## src/rtl/tbl_page_pkg.sv

```systemverilog
// Shared target encoding for the table-paged decoder.
// Assumes 3-bit target codes consumed by the memory mux downstream.
package tbl_page_pkg;
    typedef enum logic [2:0] {
        TGT_NONE  = 3'd0,
        TGT_AUX   = 3'd1,
        TGT_LOWER = 3'd2,
        TGT_GEN   = 3'd3,
        TGT_CTRL  = 3'd4,
        TGT_ALARM = 3'd5,
        TGT_LUTM  = 3'd6,
        TGT_LUTA  = 3'd7
    } tgt_e;
endpackage

```

## src/rtl/tpd_dev_match.sv

```systemverilog
// Device address matcher: tells auxiliary from main, and which channel.
// Assumes bit 0 of the device byte is the direction bit and is ignored.
// The auxiliary address wins if a programmed main address equals it.
module tpd_dev_match #(
    parameter logic [7:0] AUX_DEV  = 8'hA0,
    parameter logic [7:0] MAIN_DEV = 8'hA2,
    parameter logic [7:0] CH_XOR   = 8'h10
) (
    input  logic [7:0] dev_byte,
    input  logic       prog_en,
    input  logic [7:0] prog_dev,
    output logic       is_aux,
    output logic       is_main,
    output logic       ch
);
    logic [7:0] main0;
    logic [7:0] main1;
    logic [7:0] dev_n;

    // Pick the main address pair and compare with bit 0 masked off.
    always_comb begin
        main0   = prog_en ? (prog_dev & 8'hFE) : (MAIN_DEV & 8'hFE);
        main1   = main0 ^ CH_XOR;
        dev_n   = dev_byte | 8'h01;
        is_aux  = (dev_n == (AUX_DEV | 8'h01));
        is_main = 1'b0;
        ch      = 1'b0;
        if (!is_aux) begin
            if (dev_n == (main0 | 8'h01)) begin
                is_main = 1'b1;
            end else if (dev_n == (main1 | 8'h01)) begin
                is_main = 1'b1;
                ch      = 1'b1;
            end
        end
    end
endmodule

```

## src/rtl/tpd_page_decode.sv

```systemverilog
// Register address decoder for one matched device.
// Assumes at most one of is_aux / is_main is set. Lower half is fixed,
// upper half is paged by tbl_sel; unmapped spots return TGT_NONE.
module tpd_page_decode
    import tbl_page_pkg::*;
#(
    parameter logic [7:0] T_GEN    = 8'h01,
    parameter logic [7:0] T_CTRL   = 8'h02,
    parameter logic [7:0] T_LUTM   = 8'h04,
    parameter logic [7:0] T_ROW    = 8'h05,
    parameter logic [7:0] T_LUTA   = 8'h06,
    parameter logic [7:0] GEN_END  = 8'hF7,
    parameter logic [7:0] LUT_END  = 8'hC7,
    parameter logic [7:0] ROW_BASE = 8'hF8
) (
    input  logic       is_aux,
    input  logic       is_main,
    input  logic       ch,
    input  logic [7:0] reg_addr,
    input  logic [7:0] tbl_sel,
    input  logic       row_in_t5,
    output logic       ok,
    output tgt_e       tgt,
    output logic [7:0] off
);
    localparam logic [7:0] UPPER = 8'h80;

    logic in_row;
    logic [7:0] up_off;
    logic [7:0] row_off;

    // Offsets relative to the upper half and to the alarm row.
    always_comb begin
        in_row  = (reg_addr >= ROW_BASE);
        up_off  = reg_addr - UPPER;
        row_off = reg_addr - ROW_BASE;
    end

    // Map the address to a target; anything not placed stays TGT_NONE.
    always_comb begin
        tgt = TGT_NONE;
        off = 8'h00;
        if (is_aux) begin
            tgt = TGT_AUX;
            off = reg_addr;
        end else if (is_main) begin
            if (!reg_addr[7]) begin
                tgt = TGT_LOWER;
                off = reg_addr;
            end else if (tbl_sel == T_GEN) begin
                if (!ch) begin
                    if (in_row) begin
                        if (!row_in_t5) begin
                            tgt = TGT_ALARM;
                            off = row_off;
                        end
                    end else if (reg_addr <= GEN_END) begin
                        tgt = TGT_GEN;
                        off = up_off;
                    end
                end
            end else if (tbl_sel == T_CTRL) begin
                tgt = TGT_CTRL;
                off = up_off;
            end else if (tbl_sel == T_LUTM) begin
                if (reg_addr <= LUT_END) begin
                    tgt = TGT_LUTM;
                    off = up_off;
                end
            end else if (tbl_sel == T_LUTA) begin
                if (reg_addr <= LUT_END) begin
                    tgt = TGT_LUTA;
                    off = up_off;
                end
            end else if (tbl_sel == T_ROW) begin
                if (in_row && row_in_t5) begin
                    tgt = TGT_ALARM;
                    off = row_off;
                end
            end
        end
        ok = (tgt != TGT_NONE);
    end

    // the auxiliary device never yields an invalid register.
    always_comb begin
        if (is_aux) begin
            a_aux_full_r1: assert (ok);
        end
    end
endmodule

```

## src/rtl/tbl_page_decoder.sv

```systemverilog
// Top: registers one decode verdict per request strobe.
// Assumes the table-select byte, row placement and programmed address are
// held stable by the owner of the control registers during a request.
module tbl_page_decoder
    import tbl_page_pkg::*;
#(
    parameter logic [7:0] AUX_DEV  = 8'hA0,
    parameter logic [7:0] MAIN_DEV = 8'hA2,
    parameter logic [7:0] CH_XOR   = 8'h10,
    parameter logic [7:0] ROW_BASE = 8'hF8,
    parameter logic [7:0] LUT_END  = 8'hC7,
    parameter logic [7:0] GEN_END  = 8'hF7
) (
    input  logic       clk,
    input  logic       rst_n,
    input  logic       req,
    input  logic [7:0] dev_byte,
    input  logic [7:0] reg_addr,
    input  logic       is_read,
    input  logic [7:0] tbl_sel,
    input  logic       row_in_t5,
    input  logic       prog_en,
    input  logic [7:0] prog_dev,
    output logic       rsp_vld,
    output logic       dev_ack,
    output logic       reg_ok,
    output logic [2:0] tgt,
    output logic       tgt_ch,
    output logic [7:0] tgt_off,
    output logic       wr_en,
    output logic       rd_blank
);
    localparam logic [7:0] ROW_LEN = 8'hFF - ROW_BASE + 8'h01;

    logic       is_aux;
    logic       is_main;
    logic       ch;
    logic       dec_ok;
    tgt_e       dec_tgt;
    logic [7:0] dec_off;

    tpd_dev_match #(
        .AUX_DEV (AUX_DEV),
        .MAIN_DEV(MAIN_DEV),
        .CH_XOR  (CH_XOR)
    ) u_match (
        .dev_byte(dev_byte),
        .prog_en (prog_en),
        .prog_dev(prog_dev),
        .is_aux  (is_aux),
        .is_main (is_main),
        .ch      (ch)
    );

    tpd_page_decode #(
        .GEN_END (GEN_END),
        .LUT_END (LUT_END),
        .ROW_BASE(ROW_BASE)
    ) u_page (
        .is_aux   (is_aux),
        .is_main  (is_main),
        .ch       (ch),
        .reg_addr (reg_addr),
        .tbl_sel  (tbl_sel),
        .row_in_t5(row_in_t5),
        .ok       (dec_ok),
        .tgt      (dec_tgt),
        .off      (dec_off)
    );

    // Capture the verdict for one request; idle cycles clear everything.
    always_ff @(posedge clk) begin
        if (!rst_n || !req) begin
            rsp_vld  <= 1'b0;
            dev_ack  <= 1'b0;
            reg_ok   <= 1'b0;
            tgt      <= 3'd0;
            tgt_ch   <= 1'b0;
            tgt_off  <= 8'h00;
            wr_en    <= 1'b0;
            rd_blank <= 1'b0;
        end else begin
            rsp_vld  <= 1'b1;
            dev_ack  <= is_aux | is_main;
            reg_ok   <= dec_ok;
            tgt      <= dec_tgt;
            tgt_ch   <= is_main & ch;
            tgt_off  <= dec_off;
            wr_en    <= dec_ok & ~is_read;
            rd_blank <= (is_aux | is_main) & ~dec_ok & is_read;
        end
    end

    // a request is answered on the next cycle.
    p_one_cycle_r11: assert property (@(posedge clk) disable iff (!rst_n)
        req |=> rsp_vld);

    // no result without a preceding request.
    p_idle_quiet_r11: assert property (@(posedge clk) disable iff (!rst_n)
        !$past(req) |-> (!rsp_vld && !dev_ack && !wr_en && !rd_blank));

    // writes are only released onto mapped storage.
    p_wr_mapped_r10: assert property (@(posedge clk) disable iff (!rst_n)
        wr_en |-> (reg_ok && dev_ack && tgt != 3'd0));

    // a blank read never coexists with a write or a mapped target.
    p_blank_excl_r10: assert property (@(posedge clk) disable iff (!rst_n)
        rd_blank |-> (!wr_en && !reg_ok && tgt == 3'd0 && tgt_off == 8'h00));

    // the alarm row offset stays inside the row.
    p_row_bound_r8: assert property (@(posedge clk) disable iff (!rst_n)
        (tgt == 3'd5) |-> (tgt_off < ROW_LEN));

    // an unanswered device never reports a mapped register.
    p_nack_empty_r2: assert property (@(posedge clk) disable iff (!rst_n)
        (rsp_vld && !dev_ack) |-> (!reg_ok && !rd_blank && tgt == 3'd0));
endmodule

```

## config.mk

```make
export PLATFORM = sky130hd
export DESIGN_NAME = tbl_page_decoder
export DESIGN_NICKNAME = d
export VERILOG_FILES = /design/src/rtl/tbl_page_pkg.sv /design/src/rtl/tpd_dev_match.sv /design/src/rtl/tpd_page_decode.sv /design/src/rtl/tbl_page_decoder.sv
export SDC_FILE = /design/constraint.sdc
export NUM_CORES = 1
export LEC_CHECK = 0
export ABC_AREA = 1
export BUFFER_PORTS_ARGS = -buffer_cell sky130_fd_sc_hd__buf_2
export CAP_MARGIN = 20
export CORE_UTILIZATION = 37
export DETAILED_ROUTE_END_ITERATION = 8
export PLACE_DENSITY = 0.72
export SYNTH_ARGS = -nofsm -noshare
export SYNTH_HDL_FRONTEND = slang
export SYNTH_SLANG_ARGS = --single-unit
export TNS_END_PERCENT = 20
```

## constraint.sdc

```tcl
create_clock -name clk -period 1.9 [get_ports clk]
set_clock_uncertainty 0.2 [all_clocks]
set_input_delay 0.285 -clock clk [delete_from_list [all_inputs] [get_ports clk]]
set_output_delay 0.285 -clock clk [all_outputs]
set_load 0.05 [all_outputs]
```

Word-level counts from Yosys, hierarchy flattened
Index checks and enable logic that the tools add are counted.
{"block": "classes", "n_addsub": 2, "multipliers": 0, "div_mod_pow": 0, "n_lt_le_gt_ge": 3, "eq_ne": 8, "shift": 0, "muxes": 36, "bitwise_logic": 8, "n_reduce_logical": 5}
{"cell": "two-way mux 8 bit", "n": 15}
{"cell": "two-way mux 3 bit", "n": 14}
{"cell": "== test 8 x 3 -> 1 bit, second input constant", "n": 3}
{"cell": "<= comparator 8 bit, second input constant", "n": 2}
{"cell": "subtractor 8 bit, second input constant", "n": 2}
{"cell": "== test 7 bit", "n": 2}
{"cell": "== test 8 x 1 -> 1 bit, second input constant", "n": 1}
{"cell": "== test 8 x 2 -> 1 bit, second input constant", "n": 1}
{"cell": "greater-or-equal comparator 8 bit, second input constant", "n": 1}
{"cell": "== test 7 bit, second input constant", "n": 1}
{"cell": "two-way mux 1 bit", "n": 6}
{"cell": "bitwise AND 1 bit", "n": 4}
{"cell": "NOT 1 bit", "n": 3}
{"cell": "nonzero test 3 bit", "n": 1}
{"cell": "logical NOT 1 bit", "n": 2}
{"cell": "two-way mux 2 bit", "n": 1}
{"cell": "logical AND 1 bit", "n": 1}
{"cell": "logical OR 1 bit", "n": 1}
{"cell": "OR 1 bit", "n": 1}
{"block": "word_totals", "register_bits": 17, "latchBits": 0, "ramBits": 0, "rom_bits": 0, "in_bits": 38, "out_inout_bits": 17, "wordCells": 70, "memories": 0}

Logic depth before layout (Yosys ltp)
{"block": "logic_depth", "depth_word": 15, "mapped_depth": 13}

Hierarchy
A second synthesis with hierarchy kept.
{"block": "unflattened", "cells_unflattened": 229, "area_unflattened_um2": 1346.3}
{"module": "tpd_page_decode", "instances": 1, "cells_each": 121, "area_each_um2": 585.6}
{"module": "tbl_page_decoder", "instances": 1, "cells_each": 54, "area_each_um2": 520.5}
{"module": "tpd_dev_match", "instances": 1, "cells_each": 54, "area_each_um2": 240.2}

Worst setup path before layout
Ideal clock, no wire load.
{"block": "synth_timing", "path_kind": "input to register", "from": "input prog_en", "to": "register reg_ok", "setup_ps": 130, "arrival_time_ps": 1285, "required_ps": 1570, "setup_slack_ps": 285, "path_stages": 13, "n_path_buf": 1, "path_cell_list": "buf_6 -> nand2_1 -> nand2_1 -> nand2_1 -> nand2_1 -> nor2_2 -> nand3_4 -> nand2_1 -> nand2_2 -> nand2_2 -> nand2_4 -> nor2_4 -> nor2_1"}
{"block": "synth_via", "elab_chain_cells": 12}
{"element": "start, declared", "line": "tbl_page_decoder.sv:22", "rtl": "input logic prog_en,"}
{"element": "two-way mux 8 bit *", "line": "tpd_dev_match.sv:22", "rtl": "main0 = prog_en ? (prog_dev & 8'hFE) : (MAIN_DEV & 8'hFE);"}
{"element": "NOT 1 bit (no source line)"}
{"element": "== test 7 bit", "line": "tpd_dev_match.sv:31", "rtl": "end else if (dev_n == (main1 | 8'h01)) begin"}
{"element": "two-way mux 1 bit", "line": "tpd_dev_match.sv:31"}
{"element": "two-way mux 1 bit", "line": "tpd_dev_match.sv:29", "rtl": "if (dev_n == (main0 | 8'h01)) begin"}
{"element": "two-way mux 1 bit", "line": "tpd_dev_match.sv:28", "rtl": "if (!is_aux) begin"}
{"element": "two-way mux 3 bit", "line": "tpd_page_decode.sv:51", "rtl": "if (!ch) begin"}
{"element": "two-way mux 3 bit", "line": "tpd_page_decode.sv:50", "rtl": "end else if (tbl_sel == T_GEN) begin"}
{"element": "two-way mux 3 bit", "line": "tpd_page_decode.sv:47", "rtl": "if (!reg_addr[7]) begin"}
{"element": "two-way mux 3 bit *", "line": "tpd_page_decode.sv:46", "rtl": "end else if (is_main) begin"}
{"element": "two-way mux 3 bit *", "line": "tpd_page_decode.sv:43", "rtl": "if (is_aux) begin"}
{"element": "nonzero test 3 bit *", "line": "tpd_page_decode.sv:82", "rtl": "ok = (tgt != TGT_NONE);"}
{"element": "end signal, assigned", "line": "tbl_page_decoder.sv:85", "rtl": "reg_ok <= dec_ok;"}
{"element": "end, declared", "line": "tbl_page_decoder.sv:26", "rtl": "output logic reg_ok,"}
Mark *: on every way between the ends. The rest lies on a longest branch, timed or not.
A chain may end at the register's enable or synchronous reset.

Worst setup path after layout
{"block": "layout_timing", "from": "input tbl_sel[7]", "to": "register tgt_off[5]"}
{"block": "layout_via", "elab_chain_cells": 9}
{"element": "start, declared", "line": "tbl_page_decoder.sv:20", "rtl": "input logic [7:0] tbl_sel,"}
{"element": "== test 8 x 3 -> 1 bit", "line": "tpd_page_decode.sv:75", "rtl": "end else if (tbl_sel == T_ROW) begin"}
{"element": "two-way mux 8 bit", "line": "tpd_page_decode.sv:75"}
{"element": "two-way mux 8 bit", "line": "tpd_page_decode.sv:70", "rtl": "end else if (tbl_sel == T_LUTA) begin"}
{"element": "two-way mux 8 bit", "line": "tpd_page_decode.sv:65", "rtl": "end else if (tbl_sel == T_LUTM) begin"}
{"element": "two-way mux 8 bit", "line": "tpd_page_decode.sv:62", "rtl": "end else if (tbl_sel == T_CTRL) begin"}
{"element": "two-way mux 8 bit *", "line": "tpd_page_decode.sv:50"}
{"element": "two-way mux 8 bit *", "line": "tpd_page_decode.sv:47"}
{"element": "two-way mux 8 bit *", "line": "tpd_page_decode.sv:46"}
{"element": "two-way mux 8 bit *", "line": "tpd_page_decode.sv:43"}
{"element": "end signal, assigned", "line": "tbl_page_decoder.sv:88", "rtl": "tgt_off <= dec_off;"}
{"element": "end, declared", "line": "tbl_page_decoder.sv:29", "rtl": "output logic [7:0] tgt_off,"}
Marks and branches as above.

==> results by group <==
Drt
  • DRC viols: 0
  • Via count: 1,470
  • DRT antenna net count: 0
  • Vias per cell: around 4.6
  • Iter 0 DRT Violations: between 50 and 60
  • Wire per inst: 9.096 um
  • Routed WL: between 2000 and 3000 um
  • Pre-antenna DRT Iters: 4

Placement
  • GP Congestion: between 0.9 and 1
  • HPWL after detailed placement: 2397 um
  • Placed cells: around 320
  • Pre-CTS setup slack: -0.004455 ns
  • Port Buffers: 52

Synth
  • Syn_nets: about 250
  • Seq cells post-synth: 17
  • Syn Std Cell Area: 1289 um^2
  • Mapped Cells: 214
  • Seq/Total Area, Yosys: 0.2641
  • Netlist cell types: 28
  • Ys Warns: 0
  • Avg Cell Area, Syn: 6.022 um^2

Layout
  • Layout overhead on the synthesized area: 31.46%
  • Layout cells sized above 1: 0.3285
  • N_diodes: 0
  • Nets: about 320
  • Commonest non-fill, non-tap cells in the layout: nand2_1, buf_2, inv_1
  • Final core utilization: 0.5077
  • Non-Filler Instances: between 300 and 400
  • Commonest non-fill, non-tap cell in the layout: nand2_1

Global routing
  • Grt ovf: 0
  • Gr usage total: 0.1742
  • Initial antenna violation count: 0
  • Pin count of the biggest net entering global routing: 15
  • First-pass GRT wire length: just over 5000 um
  • Vias in the first global route: ~1,200

Timing
  • RSZ-0062 raised after global routing: false
  • Minimum clock period after layout: 1.592 ns
  • Final Max Slew Viols: 0
  • Final setup vio count: 0
  • Worst slew margin: 0.6468
  • Hold slack: 0.04279 ns
  • Worst setup margin: roughly 0.3 ns
  • Hold Vio Cnt, Final: 0
  • Max Freq: roughly 630 MHz
  • Least-Margin Pin Slew: roughly 0.52 ns
  • Crit share post-route: 0.8380

Pwr
  • Sequential power share: 0.495
  • PD cells: 427.5 nW/um^2
  • Static Leakage: just under 0.9 nW
  • Sw power: 0.0002212 W
  • Overall power: between 0.0007 and 0.0008 W
  • Comb pwr share: 0.227
  • Pint: between 0.0005 and 0.0006 W
  • Clock network fraction of total power: 0.278
  • Worst VDD drop: 0.1934 mV
  • Sw frac: 0.3055

Clocking
  • CTS clk-pin slew, worst paths: between 0.1 and 0.15 ns
  • CTS tree: yes
  • Setup bufs post-CTS: 0
  • Clock sinks: 17
  • Worst-case clock buffer depth: 2
  • TritonCTS Buffers: 3
  • # resized after CTS: 0
  • Clock Tree Root: clkbuf_4
  • H-tree levels: 1

Critical path
  • CP peak stage delay: between 0.2 and 0.25 ns
  • Worst Path Max Fanout: 6
  • CP max stage cell: o21ai_0
  • Crit path launch type: input port
  • Crit path cell chain: buf_2 > nor2_1 > nand2_1 > nor2_1 > nand3_1 > o21ai_0 > nand2_1 > o21ai_0 > inv_1 > nand3_1 > nand2_1 > a21oi_2
  • CP arrival: 1.63 ns
  • CP endpoint kind: flip-flop
  • Critical Path Most Common Cell: nand2_1
  • Worst Path Required: 1.94 ns
  • CP Class: in -> reg

Run
  • Max Cap Viol: 0

Die
  • Core area: 3337 um^2
  • Io pins: between 50 and 60
  • Initial core utilization: 0.3862
  • Die H: a little over 60 um
  • Std-Cell Rows: 21
  • Die X: around 61 um
  • Die Area: approximately 3700 um^2

Outcome
  • Status: complete, no violations

Hold path
  • HP Class: in -> reg
-- worst paths after layout --
| check | startpoint | end | slack, ns | depth (start not counted) |
|---|---|---|---|---|
| setup / recovery | tbl_sel[7] | tgt_off[5]$_SDFF_PN0_ | 0.31 | 12 |
| hold / removal | reg_addr[2] | tgt_off[2]$_SDFF_PN0_ | 0.04 | 3 |
-- critical path, delay by kind of cell --
kind	cells	cell delay, ns
and+or+nand+nor	7	0.77
AOI/OAI and AO/OA	3	0.42
buffers and inverters	2	0.16
-- synth_stat cells --
master | count | area, um^2
nand2_1 | 70 | 262.8
inv_1 | 30 | 112.6
nor2_1 | 27 | 101.4
dfxtp_1 | 17 | 340.3
nand3_1 | 14 | 70.07
a21oi_1 | 11 | 55.05
nand2_2 | 6 | 37.54
nand4_1 | 5 | 31.28
a21oi_2 | 4 | 35.03
nor2_2 | 4 | 25.02
nor2_4 | 3 | 33.78
nor3_2 | 3 | 30.03
o21ai_0 | 3 | 15.01
nand3_2 | 2 | 20.02
nor3_1 | 2 | 10.01
a221oi_1 | 1 | 8.760
a31o_2 | 1 | 8.760
a31oi_1 | 1 | 6.260
buf_2 | 1 | 5.000
buf_6 | 1 | 11.26
clkbuf_1 | 1 | 3.750
ha_1 | 1 | 12.51
inv_2 | 1 | 3.750
nand2_4 | 1 | 11.26
nand3_4 | 1 | 17.52
nand3b_1 | 1 | 7.510
o21ai_1 | 1 | 5.000
o21bai_1 | 1 | 7.510
-- flip-flops by register name (all words and copies together) (netlist names) --
| name | count |
|---|---|
| rsp_vld | 1 |
| wr_en | 1 |
| reg_ok | 1 |
| tgt | 3 |
| rd_blank | 1 |
| tgt_ch | 1 |
| dev_ack | 1 |
| tgt_off | 8 |
-- metal layers --
metal  global-route usage  vias up  wire length, um
met4              0.02922        0               21
li1                     -      796                -
met3              0.01891        2              125
met5                    0        -                0
met2               0.2983       42             1337
met1               0.2404      630             1453
-- repair_timing --
item	in CTS	in global routing
endpoints found under the hold margin	1	0
setup endpoints to repair	0	0
hold buffers	1	0
-- stage by stage --
stage	setup TNS, ns	instance area, um^2
after floorplan	0	1289
after global placement	0	1654
after detailed placement	-0.007712	1654
after CTS	0	1694
after global routing	0	1694
final	0	1694
-- power groups by stage --
stage,clock network [W],registers [W],logic (W)
2_1_floorplan,0,0.000374,0.0000839
3_3_place_gp,0,0.000367,0.000161
3_5_place_dp,0,0.000367,0.000163
4_1_cts,0.000205,0.000359,0.000165
5_1_grt,0.000218,0.000359,0.000188
6_report,0.000201,0.000359,0.000165
-- cells by family (layout without fill, tap and decap cells) --
kind of cell | Yosys count | count (layout) | share of synthesized area
buffers and inverters | 34 | 97 | 0.1058
adder cells (fa/ha/maj) | 1 | 1 | 0.009707
flip-flops | 17 | 17 | 0.2641
AO/OA/AOI/OAI | 23 | 23 | 0.1097
AND/OR/NAND/NOR | 139 | 139 | 0.5107
-- final cells by class --
class,instances,area [um^2]
clock buffer,3,22.52
multi-input combinational,163,812.0
timing repair buffer,62,337.8
sequential,17,340.3
clock inverter,1,7.507
tap,46,57.56
inverter,31,116.4
fill,367,1643
(Power assumes the default switching activity.)
